**config.mk**
```make
export PLATFORM = sky130hd
export DESIGN_NAME = npc_unit
export DESIGN_NICKNAME = d
export VERILOG_FILES = /design/src/rtl/npc_pkg.sv /design/src/rtl/npc_decode.sv /design/src/rtl/npc_targets.sv /design/src/rtl/npc_select.sv /design/src/rtl/npc_unit.sv
export SDC_FILE = /design/constraint.sdc
export NUM_CORES = 1
export LEC_CHECK = 0
export BUFFER_PORTS_ARGS = -buffer_cell sky130_fd_sc_hd__buf_2
export CAP_MARGIN = 0
export CORE_MARGIN = 4
export CORE_UTILIZATION = 50
export DETAILED_ROUTE_END_ITERATION = 6
export PLACE_DENSITY = 0.82
export SKIP_CTS_REPAIR_TIMING = 1
export SLEW_MARGIN = 10
export SYNTH_ARGS = -nofsm -noshare
export SYNTH_HDL_FRONTEND = slang
export SYNTH_SLANG_ARGS = --single-unit
export TNS_END_PERCENT = 30
```
**constraint.sdc**
```tcl
create_clock -name clk -period 10.28 [get_ports clk]
set_input_delay 2.056 -clock clk [delete_from_list [all_inputs] [get_ports clk]]
set_output_delay 2.056 -clock clk [all_outputs]
set_load 0.02 [all_outputs]
```
**src/rtl/npc_pkg.sv**
```systemverilog
`timescale 1ns/1ps
package npc_pkg;
  localparam int OP_W = 6;
  localparam int FN_W = 6;

  localparam logic [OP_W-1:0] OP_SPECIAL = 6'd0;
  localparam logic [OP_W-1:0] OP_JMP     = 6'd2;
  localparam logic [OP_W-1:0] OP_JLINK   = 6'd3;
  localparam logic [OP_W-1:0] OP_BREQ    = 6'd4;
  localparam logic [OP_W-1:0] OP_BRNE    = 6'd5;
  localparam logic [FN_W-1:0] FN_JREG    = 6'd8;

  typedef struct packed {
    logic br_eq;
    logic br_ne;
    logic jmp;
    logic jlink;
    logic jreg;
  } flow_kind_t;

  typedef enum logic [2:0] {
    SEL_SEQ,
    SEL_BRANCH,
    SEL_JUMP,
    SEL_REG
  } npc_sel_e;
endpackage

```
**src/rtl/npc_decode.sv**
```systemverilog
`timescale 1ns/1ps
module npc_decode
  import npc_pkg::*;
(
  input  logic [OP_W-1:0] opcode,
  input  logic [FN_W-1:0] funct,
  output flow_kind_t      kind
);
  always_comb begin
    kind       = '0;
    kind.br_eq = (opcode == OP_BREQ);
    kind.br_ne = (opcode == OP_BRNE);
    kind.jmp   = (opcode == OP_JMP);
    kind.jlink = (opcode == OP_JLINK);
    kind.jreg  = (opcode == OP_SPECIAL) && (funct == FN_JREG);
  end
endmodule

```
**src/rtl/npc_targets.sv**
```systemverilog
`timescale 1ns/1ps
module npc_targets #(
  parameter int XLEN  = 32,
  parameter int IMM_W = 16,
  parameter int TGT_W = 26
) (
  input  logic [XLEN-1:0]  cur_pc,
  input  logic [TGT_W-1:0] low_field,
  output logic [XLEN-1:0]  seq_addr,
  output logic [XLEN-1:0]  branch_addr,
  output logic [XLEN-1:0]  jump_addr
);
  localparam int SEXT_W   = XLEN - IMM_W - 2;
  localparam int REGION_W = XLEN - TGT_W - 2;

  logic [IMM_W-1:0] word_off;
  logic [XLEN-1:0]  byte_disp;

  assign word_off    = low_field[IMM_W-1:0];
  assign byte_disp   = {{SEXT_W{word_off[IMM_W-1]}}, word_off, 2'b00};
  assign seq_addr    = cur_pc + XLEN'(4);
  assign branch_addr = seq_addr + byte_disp;
  assign jump_addr   = {seq_addr[XLEN-1 -: REGION_W], low_field, 2'b00};
endmodule

```
**src/rtl/npc_select.sv**
```systemverilog
`timescale 1ns/1ps
module npc_select
  import npc_pkg::*;
#(
  parameter int XLEN = 32
) (
  input  flow_kind_t      kind,
  input  logic [XLEN-1:0] op_a,
  input  logic [XLEN-1:0] op_b,
  input  logic [XLEN-1:0] seq_addr,
  input  logic [XLEN-1:0] branch_addr,
  input  logic [XLEN-1:0] jump_addr,
  input  logic [XLEN-1:0] reg_addr,
  output logic [XLEN-1:0] next_addr
);
  logic     same;
  npc_sel_e sel;

  assign same = (op_a == op_b);

  always_comb begin
    sel = SEL_SEQ;
    if (kind.jreg)                       sel = SEL_REG;
    else if (kind.jmp || kind.jlink)     sel = SEL_JUMP;
    else if ((kind.br_eq && same) ||
             (kind.br_ne && !same))      sel = SEL_BRANCH;
  end

  always_comb begin
    unique case (sel)
      SEL_BRANCH: next_addr = branch_addr;
      SEL_JUMP:   next_addr = jump_addr;
      SEL_REG:    next_addr = reg_addr;
      default:    next_addr = seq_addr;
    endcase
  end
endmodule

```
**src/rtl/npc_unit.sv**
```systemverilog
`timescale 1ns/1ps
module npc_unit
  import npc_pkg::*;
#(
  parameter int             XLEN      = 32,
  parameter int             IMM_W     = 16,
  parameter int             TGT_W     = 26,
  parameter logic [31:0]    RESET_VEC = 32'h0000_1000
) (
  input  logic            clk,
  input  logic            rst,
  input  logic [XLEN-1:0] instr,
  input  logic [XLEN-1:0] op_a,
  input  logic [XLEN-1:0] op_b,
  input  logic [XLEN-1:0] jr_target,
  output logic [XLEN-1:0] pc,
  output logic [XLEN-1:0] link_addr,
  output logic            link_valid
);
  localparam logic [XLEN-1:0] BOOT = XLEN'(RESET_VEC);

  flow_kind_t      kind;
  logic [XLEN-1:0] seq_addr, branch_addr, jump_addr, next_addr;
  logic [XLEN-1:0] pc_q, link_addr_q;
  logic            link_valid_q;
  logic            rst_d = 1'b0;

  npc_decode u_decode (
    .opcode (instr[XLEN-1 -: OP_W]),
    .funct  (instr[FN_W-1:0]),
    .kind   (kind)
  );

  npc_targets #(.XLEN(XLEN), .IMM_W(IMM_W), .TGT_W(TGT_W)) u_targets (
    .cur_pc      (pc_q),
    .low_field   (instr[TGT_W-1:0]),
    .seq_addr    (seq_addr),
    .branch_addr (branch_addr),
    .jump_addr   (jump_addr)
  );

  npc_select #(.XLEN(XLEN)) u_select (
    .kind        (kind),
    .op_a        (op_a),
    .op_b        (op_b),
    .seq_addr    (seq_addr),
    .branch_addr (branch_addr),
    .jump_addr   (jump_addr),
    .reg_addr    (jr_target),
    .next_addr   (next_addr)
  );

  always_ff @(posedge clk) begin
    rst_d <= rst;
    if (rst) begin
      pc_q         <= BOOT;
      link_addr_q  <= '0;
      link_valid_q <= 1'b0;
    end else begin
      pc_q         <= next_addr;
      link_valid_q <= kind.jlink;
      if (kind.jlink) link_addr_q <= seq_addr;
    end
  end

  assign pc         = pc_q;
  assign link_addr  = link_addr_q;
  assign link_valid = link_valid_q;

  // the edge after a reset edge still sees the vector
  always @(posedge clk) begin
    if (rst_d) begin
      a_r1_reset_vec: assert (pc_q == BOOT && !link_valid_q);
    end
  end

  a_r2_sequential: assert property (@(posedge clk) disable iff (rst)
    (kind == '0) |=> (pc_q == $past(pc_q) + XLEN'(4)));

  a_r6_untaken: assert property (@(posedge clk) disable iff (rst)
    ((kind.br_eq && op_a != op_b) || (kind.br_ne && op_a == op_b))
      |=> (pc_q == $past(pc_q) + XLEN'(4)));

  a_r8_link: assert property (@(posedge clk) disable iff (rst)
    kind.jlink |=> (link_valid_q && link_addr_q == $past(pc_q) + XLEN'(4)));

  a_r10_no_link: assert property (@(posedge clk) disable iff (rst)
    !kind.jlink |=> !link_valid_q);

  a_r9_reg_jump: assert property (@(posedge clk) disable iff (rst)
    kind.jreg |=> (pc_q == $past(jr_target)));
endmodule

```
==> impl_metrics.yaml, run 1 <==
min_path:
  min_to: "link_addr[0]$_SDFFE_PP0P_"
  worst_hold_path_type: "flip-flop to flip-flop"
  whs_path_depth: 2
  worstHoldStart: "link_addr[0]$_SDFFE_PP0P_"
worst_setup_path:
  reg2regPathDepth: 14
  arrival_ps: 4750
  critPathCaptureType: "flip-flop"
  r2r-start: "pc[2]$_SDFF_PP0_"
  ff2ff_setup_slack_ps: 6140
  start_kind: "input port"
  crit_type: "input port to flip-flop"
  critical_path.max_fanout: 4
  timing.rr.end: "pc[25]$_SDFF_PP0_"
  critPathRequiredTime_ps: 10530
sta:
  slew_headroom_pct: 25.4
  finClkSkew_ps: 8.31
  hold_viol: 0
  tightest_slew_ps: 1120
  finalCriticalPeriod_ps: 4490
  setup_viol: 0
  fmax_mhz: 222
  finalSetupTns_ps: 0
  rsz0062_at_grt: "no"
  final_max_slew_viol_count: 0
  fin_crit_sh_pct: 43.7
synth:
  ys_seq_area_share_pct: 26.2
  syn_inst: 639
  async_flop_share_pct: 0
  syn_area_sq_um: 4960
  ys.flop_type: "dfxtp_1"
  ys_warn_count: 0
  synth.avg_cell_area_sq_um: 7.77
  synth_seq_cells: 65
  synth_edf_count: 0
  yosysUniqueCellTypes: 58
  syn_nets: 804
power_and_ir_drop:
  power_density_nw_per_um2: 104
  ir_drop_uv: 71.4
  leakage_nw: 2.89
route:
  drt-initial-drc-count: 528
  drc: 0
  first_pass_iters: 6
  routed_wl_microns: 17500
  postRouteAntennaNets: 0
  vias: 5571
  wl_per_cell_microns: 18.3
  via_per_inst: 5.82
place:
  gp_congestion: 1.05
  numPortBuffers: 194
  dp_hpwl_microns: 13700
  place_area_sq_um: 6020
cts:
  numCtsBuffers: 9
  clk_pin_slew_ps: 70
  cts_tree: "built"
  htree_num_levels: 3
  root_buffer: "clkbuf_8"
  clk_latency_ps: 350
  cts_sinks: 65
  cts_buffer_depth: 2
global_routing:
  grt_pass1_vias: 5337
  grt_pass1_wl_microns: 27200
  antenna_found_initial: 0
  grt_use_total_pct: 29.8
  gr-total-overflow: 0
  grt_max_degree: 67
status:
  run_status: "complete, no violations"
finish:
  stdcell_area_sq_um: 6240
  drive_gt1_share_pct: 27.2
  multi_input_area_sq_um: 3500
  seq_area_sq_um: 1300
  area_growth_pct: 25.8
  antenna_cells: 0
  fillers: 880
  final_nets: 985
floorplan:
  die_area_sq_um: 11600
  fp-row-count: 36
  io_pins: 195
  start_util_pct: 51.0
  core_area_sq_um: 9730
  die_y_microns: 108
  die_w_microns: 108
flow_run:
  maxCapViolCount: 0
-- worst max path at each step --
stage | from | endpoint | slack [ps] | cells past startpoint
after CTS | instr[0] | pc[24]$_SDFF_PP0_ | 5820 | 13
final | instr[0] | pc[24]$_SDFF_PP0_ | 5790 | 13
after detailed placement | instr[0] | pc[24]$_SDFF_PP0_ | 5470 | 13
after floorplan | instr[0] | pc[24]$_SDFF_PP0_ | 5960 | 12
after global routing | instr[0] | pc[24]$_SDFF_PP0_ | 5530 | 13
after global placement | instr[0] | pc[20]$_SDFF_PP0_ | 5530 | 13
-- layout by cell type, fill, tap and decap left out, types with 12 or more instances in the layout --
cell	count
nand2_1	54
a211oi_1	17
nor2_1	95
a21oi_1	40
xor2_1	25
dfxtp_1	65
xnor2_1	56
ha_1	34
nor3_1	29
o21ai_0	17
inv_1	12
buf_2	194
nand3_1	18
nand4_1	19
a222oi_1	19
-- cell type report --
class | instances | area share, %
clock inverters | 7 | 1.50
repair buffers | 200 | 16.3
flip-flops and latches | 65 | 20.8
inverters | 12 | 0.722
clock buffers | 9 | 1.98
multi-input cells | 532 | 56.0
well taps | 133 | 2.67
-- critical path: stages --
cell and delay [ps]:
buf_2 120, ha_1 220, inv_1 70, fa_1 200, nor2b_1 60, o21a_1 170, o21ai_1 180, a211oi_1 160
a2111oi_2 590, o211ai_1 170, a21oi_1 180, mux2_2 340, a211oi_1 220
-- sequential cells by signal, indices dropped and copies added (netlist names) --
register,count
link_addr,32
pc,32
link_valid,1
-- power breakdown --
part           leakage (nW)  switching (mW)  total (mW)  internal [mW]
Combinational          2.26          0.0808       0.145         0.0645
Clock                 0.106           0.106       0.243          0.136
Sequential            0.526         0.00628       0.263          0.257
Total                  2.89           0.194       0.651          0.458
-- cells in the mapped netlist, types with 3 or more instances --
| cell type | instances | share of area, % |
|---|---|---|
| a221oi_1 | 4 | 0.71 |
| nor2b_1 | 5 | 0.63 |
| nand4_1 | 19 | 2.4 |
| a21oi_1 | 40 | 4.0 |
| and4_1 | 3 | 0.53 |
| nand2_1 | 54 | 4.1 |
| a221o_1 | 3 | 0.61 |
| and3_1 | 10 | 1.3 |
| dfxtp_1 | 65 | 26 |
| xor2_1 | 25 | 4.4 |
| o21a_1 | 6 | 0.91 |
| nor4_1 | 8 | 1.0 |
| buf_1 | 3 | 0.23 |
| clkbuf_1 | 21 | 1.6 |
| xnor2_1 | 56 | 9.9 |
| a22oi_1 | 5 | 0.76 |
| ha_1 | 34 | 8.6 |
| nand3_1 | 18 | 1.8 |
| a21o_1 | 11 | 1.7 |
| a222oi_1 | 19 | 3.8 |
| a211oi_1 | 17 | 2.6 |
| and2_1 | 5 | 0.63 |
| o22ai_1 | 4 | 0.50 |
| nor3_1 | 30 | 3.0 |
| inv_1 | 12 | 0.91 |
| o21ai_0 | 17 | 1.7 |
| buf_2 | 4 | 0.40 |
| nand2b_1 | 9 | 1.1 |
| nor2_1 | 95 | 7.2 |
-- cell families after synthesis --
group	share of synthesized area (%)
xor gates and xnor gates	14.3
AOI/OAI and AO/OA	20.2
muxes	0.630
and+or+nand+nor	26.2
DFF	26.2
buffers and inverters	3.43
adders and majority gates	8.98
-- through the flow --
stage | util [%] | power (mW) | worst slack [ps] | hold WS [ps] | cells
finish | 64.2 | 0.651 | 5790 | 457 | 958
global route | 64.2 | 0.678 | 5530 | 473 | 958
CTS | 64.2 | 0.654 | 5820 | 456 | 958
detailed placement | 61.9 | 0.411 | 5470 | 446 | 942
global placement | 61.9 | 0.409 | 5530 | 441 | 942
floorplan | - | 0.353 | 5960 | 445 | 639
-- layer usage --
layer | part of all wire (%) | track usage [%] | vias up
met4 | 1.8 | 6.67 | 0
li1 | - | - | 2690
met5 | 0 | 0 | -
met3 | 7.2 | 4.62 | 29
met2 | 48 | 49.4 | 246
met1 | 43 | 40.7 | 2606
(Power assumes the default switching activity.)
==> inputs of run 2 (changes only) <==
Settings changed: ABC_AREA set to 1, CORE_UTILIZATION 50 to 48, PLACE_DENSITY 0.82 to 0.78.
Clock period 10.28 ns to 4 ns, I/O delays scaled along.
==> run 2 against run 1 <==
Compared with the run above: sequential cell count unchanged; routed wire length up 31%; clock skew grew 4.4 ps; hold slack better by 11 ps; synthesized cell count up 78%; critical path depth up 9; total power grew to 3.0 times the previous value; register-to-register slack lost 5800 ps; combinational power rose to 3.2 times the previous value; die area up 32%; via count is 39% higher; largest cell class unchanged; highest routed layer unchanged.
==> impl_metrics.yaml, run 2 <==
finish:
  antenna_cells: 0
  final_common_cell: "nand2_1"
  final_cell_mix: "nand2_1, buf_2, inv_1"
  final_nets: 1487
  drive_gt1_share_pct: 17.7
  area_growth_pct: 21.8
route:
  vias: 7757
  postRouteAntennaNets: 0
  via_per_inst: 5.16
  drt-initial-drc-count: 605
  routed_wl_microns: 22900
  drc: 0
  wl_per_cell_microns: 15.2
  first_pass_iters: 5
sta:
  tightest_slew_ps: 783
  hold_viol: 0
  setup_viol: 0
  finalCriticalPeriod_ps: 3700
  slew_headroom_pct: 47.7
  finalSetupTns_ps: 0
  fin_crit_sh_pct: 92.5
  rsz0062_at_grt: "no"
  fmax_mhz: 270
  final_max_slew_viol_count: 0
  finClkSkew_ps: 12.7
synth:
  ys.flop_type: "dfxtp_1"
  synth.avg_cell_area_sq_um: 5.66
  synth_seq_cells: 65
  synth_edf_count: 0
  synth_top_area_share_pct: 21.4
  synth_top_area_cell: "nand2_1"
  syn_inst: 1138
  synth.most_common_cell: "nand2_1"
  yosysUniqueCellTypes: 39
  syn_area_sq_um: 6440
  ys_seq_area_share_pct: 20.2
  netlist_top_cells_area: "nand2_1, dfxtp_1, inv_1"
  syn_nets: 1303
  ys_warn_count: 0
  async_flop_share_pct: 0
  synth_common_cells: "nand2_1, inv_1, nor2_1, dfxtp_1, o21ai_0"
global_routing:
  grt_use_total_pct: 29.4
  grt_max_degree: 46
  antenna_found_initial: 0
  gr-total-overflow: 0
  grt_pass1_wl_microns: 35000
  grt_pass1_vias: 6803
place:
  dp_hpwl_microns: 19300
  numPortBuffers: 194
  gp_congestion: 1.04
floorplan:
  io_pins: 195
  die_area_sq_um: 15300
  die_y_microns: 124
  die_w_microns: 124
  start_util_pct: 48.9
  fp-row-count: 42
  core_area_sq_um: 13200
worst_setup_path:
  reg2regPathDepth: 22
  start_kind: "flip-flop"
  critPathCaptureType: "flip-flop"
  ff2ff_setup_slack_ps: 300
  timing.rr.end: "pc[27]$_SDFF_PP0_"
  r2r-start: "pc[19]$_SDFF_PP0_"
  critical_path.max_fanout: 5
  critPathRequiredTime_ps: 4220
  arrival_ps: 3920
  crit_type: "flip-flop to flip-flop"
flow_run:
  maxCapViolCount: 0
min_path:
  min_to: "link_addr[1]$_SDFFE_PP0P_"
  worstHoldStart: "link_addr[1]$_SDFFE_PP0P_"
  worst_hold_path_type: "flip-flop to flip-flop"
  whs_path_depth: 2
status:
  run_status: "complete, no violations"
cts:
  root_buffer: "clkbuf_16"
  numCtsBuffers: 9
  clk_pin_slew_ps: 60
  cts_sinks: 65
  cts_tree: "built"
  clk_latency_ps: 330
  htree_num_levels: 3
  cts_buffer_depth: 2
power_and_ir_drop:
  power_mw: 1.93
  power_density_nw_per_um2: 245
  ir_drop_uv: 172
  leakage_nw: 4.61
-- run 2: cell types whose count changed in the layout (fill, tap and decap cells not counted), sizes merged, moves of 10 or more --
cell,change
a22oi,+10
nor2,+46
nand2,+319
nand3,+38
a222oi,-19
o21ai,+56
inv,+183
xnor2,-24
a211oi,-17
nor3,-23
-- run 2: critical path, cell delays in order (launching register included) --
cell     delay (ps)
dfxtp_1         440
inv_1           110
nor3_1          380
nand2_1         100
nor2_1          250
nand4_1         230
xor2_1          310
inv_1           120
ha_1            400
nand2_1         120
inv_1            90
nand2_1         120
nor2_1          190
and3_1          170
nand2_1          90
nand2_1          80
nand2_1          40
nand2_1          60
inv_1            40
nand2_1          70
nand3_1          80
nand2_1          70
inv_1            40
-- run 2: layer usage --
metal	vias up	track usage, %	wire length [microns]
met5	-	0	0
met4	0	8.03	453
met3	27	3.54	2030
met2	348	46.5	10200
met1	3465	42.2	10200
li1	3917	-	-
-- run 2: cells by family (layout without fill, tap and decap cells) --
| logic type | after synthesis | after routing | synth area share [%] |
|---|---|---|---|
| compound gates | 158 | 158 | 14.0 |
| flops | 65 | 65 | 20.2 |
| xor+xnor | 51 | 51 | 6.93 |
| buf+inv | 223 | 412 | 13.7 |
| simple gates | 606 | 606 | 38.3 |
| fa+ha+maj | 35 | 35 | 6.91 |
-- run 2: power by group --
part           switching (mW)  total (mW)  internal, mW
registers              0.0175       0.681         0.664
clock network           0.278       0.775         0.497
logic                   0.288       0.469         0.181
-- run 2: worst max-delay path by stage --
| stage | startpoint | endpoint | slack (ps) | depth (start not counted) |
|---|---|---|---|---|
| 2_1_floorplan | pc[2]$_SDFF_PP0_ | pc[30]$_SDFF_PP0_ | 1150 | 23 |
| 3_3_place_gp | pc[19]$_SDFF_PP0_ | pc[27]$_SDFF_PP0_ | 440 | 22 |
| 3_5_place_dp | pc[19]$_SDFF_PP0_ | pc[27]$_SDFF_PP0_ | 490 | 22 |
| 4_1_cts | pc[19]$_SDFF_PP0_ | pc[27]$_SDFF_PP0_ | 410 | 22 |
| 5_1_grt | pc[19]$_SDFF_PP0_ | pc[27]$_SDFF_PP0_ | 120 | 22 |
| 6_report | pc[19]$_SDFF_PP0_ | pc[27]$_SDFF_PP0_ | 300 | 22 |
-- run 2: through the flow --
stage / instance area, sq um / hold WS (ps) / setup slack (ps) / instances / utilization, %
finish: 7850 / 468 / 299 / 1503 / 59.5
global route: 7850 / 477 / 117 / 1503 / 59.5
CTS: 7850 / 467 / 406 / 1503 / 59.5
detailed placement: 7550 / 458 / 490 / 1487 / 57.2
global placement: 7550 / 454 / 440 / 1487 / 57.2
floorplan: 6440 / 447 / 1150 / 1138 / -
-- run 2: area by class of cell --
| class | instances | area (sq um) |
|---|---|---|
| Fill cell | 1359 | 5340 |
| Clock buffer | 11 | 243 |
| Clock inverter | 5 | 55.1 |
| Timing Repair Buffer | 200 | 1030 |
| Tap cell | 176 | 220 |
| Sequential cell | 65 | 1300 |
| Multi-Input combinational cell | 850 | 4260 |
| Inverter | 196 | 741 |
==> inputs of run 3 (changes only) <==
Settings changed: PLACE_DENSITY 0.78 to 0.84.
==> run 3 against run 2 <==
Compared with the run above: sequential share of layout area about the same; die area unchanged; total power increased by 3.5%; non-clock buffer count unchanged; worst setup slack improved by 300 ps; critical path depth decreased by 3; combinational power decreased by 1%; final cell count unchanged; hold slack got worse by 5.1 ps; sequential power about the same.
==> impl_metrics.yaml, run 3 (synthesized netlist as in run 2, its figures left out) <==
status:
  run_status: "complete, no violations"
worst_setup_path:
  crit_type: "flip-flop to flip-flop"
  timing.rr.end: "pc[25]$_SDFF_PP0_"
  r2r-start: "pc[2]$_SDFF_PP0_"
  ff2ff_setup_slack_ps: 590
  critPathRequiredTime_ps: 4270
  arrival_ps: 3680
  critPathCaptureType: "flip-flop"
  reg2regPathDepth: 19
  critical_path.max_fanout: 5
  start_kind: "flip-flop"
sta:
  tightest_slew_ps: 644
  setup_viol: 0
  fin_crit_sh_pct: 85.1
  final_max_slew_viol_count: 0
  slew_headroom_pct: 56.9
  fmax_mhz: 294
  rsz0062_at_grt: "no"
  finalSetupTns_ps: 0
  whs_ps: 463
  finalCriticalPeriod_ps: 3410
  finClkSkew_ps: 11.4
  hold_viol: 0
finish:
  fillers: 1295
  area_growth_pct: 22.1
  drive_gt1_share_pct: 17.8
  seq_area_sq_um: 1300
  antenna_cells: 0
  final_common_cell: "nand2_1"
  final_cell_mix: "nand2_1, buf_2, inv_1"
  multi_input_area_sq_um: 4260
  final_nets: 1487
  utilization_pct: 59.7
place:
  numPortBuffers: 194
  dp_hpwl_microns: 19000
  gp_congestion: 1.01
floorplan:
  io_pins: 195
  core_area_sq_um: 13200
  die_area_sq_um: 15300
  fp-row-count: 42
  die_w_microns: 124
  start_util_pct: 48.9
  die_y_microns: 124
global_routing:
  grt_max_degree: 41
  grt_use_total_pct: 29.3
  antenna_found_initial: 0
  grt_pass1_vias: 7170
  gr-total-overflow: 0
  grt_pass1_wl_microns: 35400
route:
  routed_wl_microns: 22600
  top_layer: "met4"
  postRouteAntennaNets: 0
  met3_length_microns: 2080
  drt-met1-wl_microns: 9770
  vias: 7785
  wl_per_cell_microns: 15.0
  route.met2.wl_microns: 10000
  first_pass_iters: 6
  via_per_inst: 5.18
  drc: 0
  drt-initial-drc-count: 801
cts:
  root_buffer: "clkbuf_16"
  clk_latency_ps: 330
  clk_pin_slew_ps: 60
  cts_buffer_depth: 2
  htree_num_levels: 3
  cts_sinks: 65
  numCtsBuffers: 9
  cts_tree: "built"
flow_run:
  maxCapViolCount: 0
min_path:
  worstHoldStart: "link_addr[0]$_SDFFE_PP0P_"
  min_to: "link_addr[0]$_SDFFE_PP0P_"
  worst_hold_path_type: "flip-flop to flip-flop"
  whs_path_depth: 2
power_and_ir_drop:
  leakage_nw: 4.61
  power_density_nw_per_um2: 253
  ir_drop_uv: 189
[run 3: changes by cell type in the layout (fill, tap and decap cells not counted)]
cell	before	now
clkinvlp_4	2	3
bufinv_16	1	2
clkinv_2	2	0
buf_4	5	6
clkinv_4	0	1
clkbuf_1	1	0
buf_12	1	0
[run 3: worst max path at each step]
stage                           startpoint                 to  slack, ps  cells past startpoint
final                     pc[2]$_SDFF_PP0_  pc[25]$_SDFF_PP0_        590                     19
after global routing      pc[2]$_SDFF_PP0_  pc[22]$_SDFF_PP0_        220                     19
after CTS                 pc[2]$_SDFF_PP0_  pc[27]$_SDFF_PP0_        690                     25
after detailed placement  pc[2]$_SDFF_PP0_  pc[27]$_SDFF_PP0_        690                     25
after global placement    pc[2]$_SDFF_PP0_  pc[27]$_SDFF_PP0_        710                     25
after floorplan           pc[2]$_SDFF_PP0_  pc[30]$_SDFF_PP0_       1150                     23
[run 3: stage by stage]
| step | std cells | worst slack, ps | power (mW) | area, sq um |
|---|---|---|---|---|
| after floorplan | 1138 | 1150 | 0.973 | 6440 |
| after global placement | 1487 | 707 | 1.14 | 7540 |
| after detailed placement | 1487 | 693 | 1.15 | 7540 |
| after CTS | 1503 | 691 | 1.99 | 7870 |
| after global routing | 1503 | 217 | 2.08 | 7870 |
| final | 1503 | 594 | 1.99 | 7870 |
[run 3: critical path, stage by stage, from the launching register on]
cell and delay [ps]:
dfxtp_1 400, ha_1 190, nand2_1 60, inv_1 120, nand2_1 110, nor2_1 240
nand4_1 210, xor2_1 230, inv_1 130, ha_1 380, nand2_1 120, nor2_1 220
nand2_1 100, nor2_1 110, nand2_1 90, nand4_1 100, nand2_1 70, o21ai_0 300
nor2_1 80, nor2_1 110
[run 3: final cells by class]
cell class | count | area share [%]
clock inverter | 6 | 1.16
multi-input combinational | 850 | 54.1
clock buffer | 10 | 3.04
tap | 176 | 2.80
sequential | 65 | 16.5
inverter | 196 | 9.41
timing repair buffer | 200 | 12.9
[run 3: power by group]
| part | internal [mW] | switching (mW) |
|---|---|---|
| clock network | 0.563 | 0.285 |
| registers | 0.664 | 0.0176 |
| logic | 0.179 | 0.284 |
| total | 1.41 | 0.587 |
[run 3: per-layer routing]
layer	global-route usage [%]	up-vias
met3	5.68	54
met5	0	-
met1	39.3	3470
li1	-	3916
met4	10.4	0
met2	46.8	345
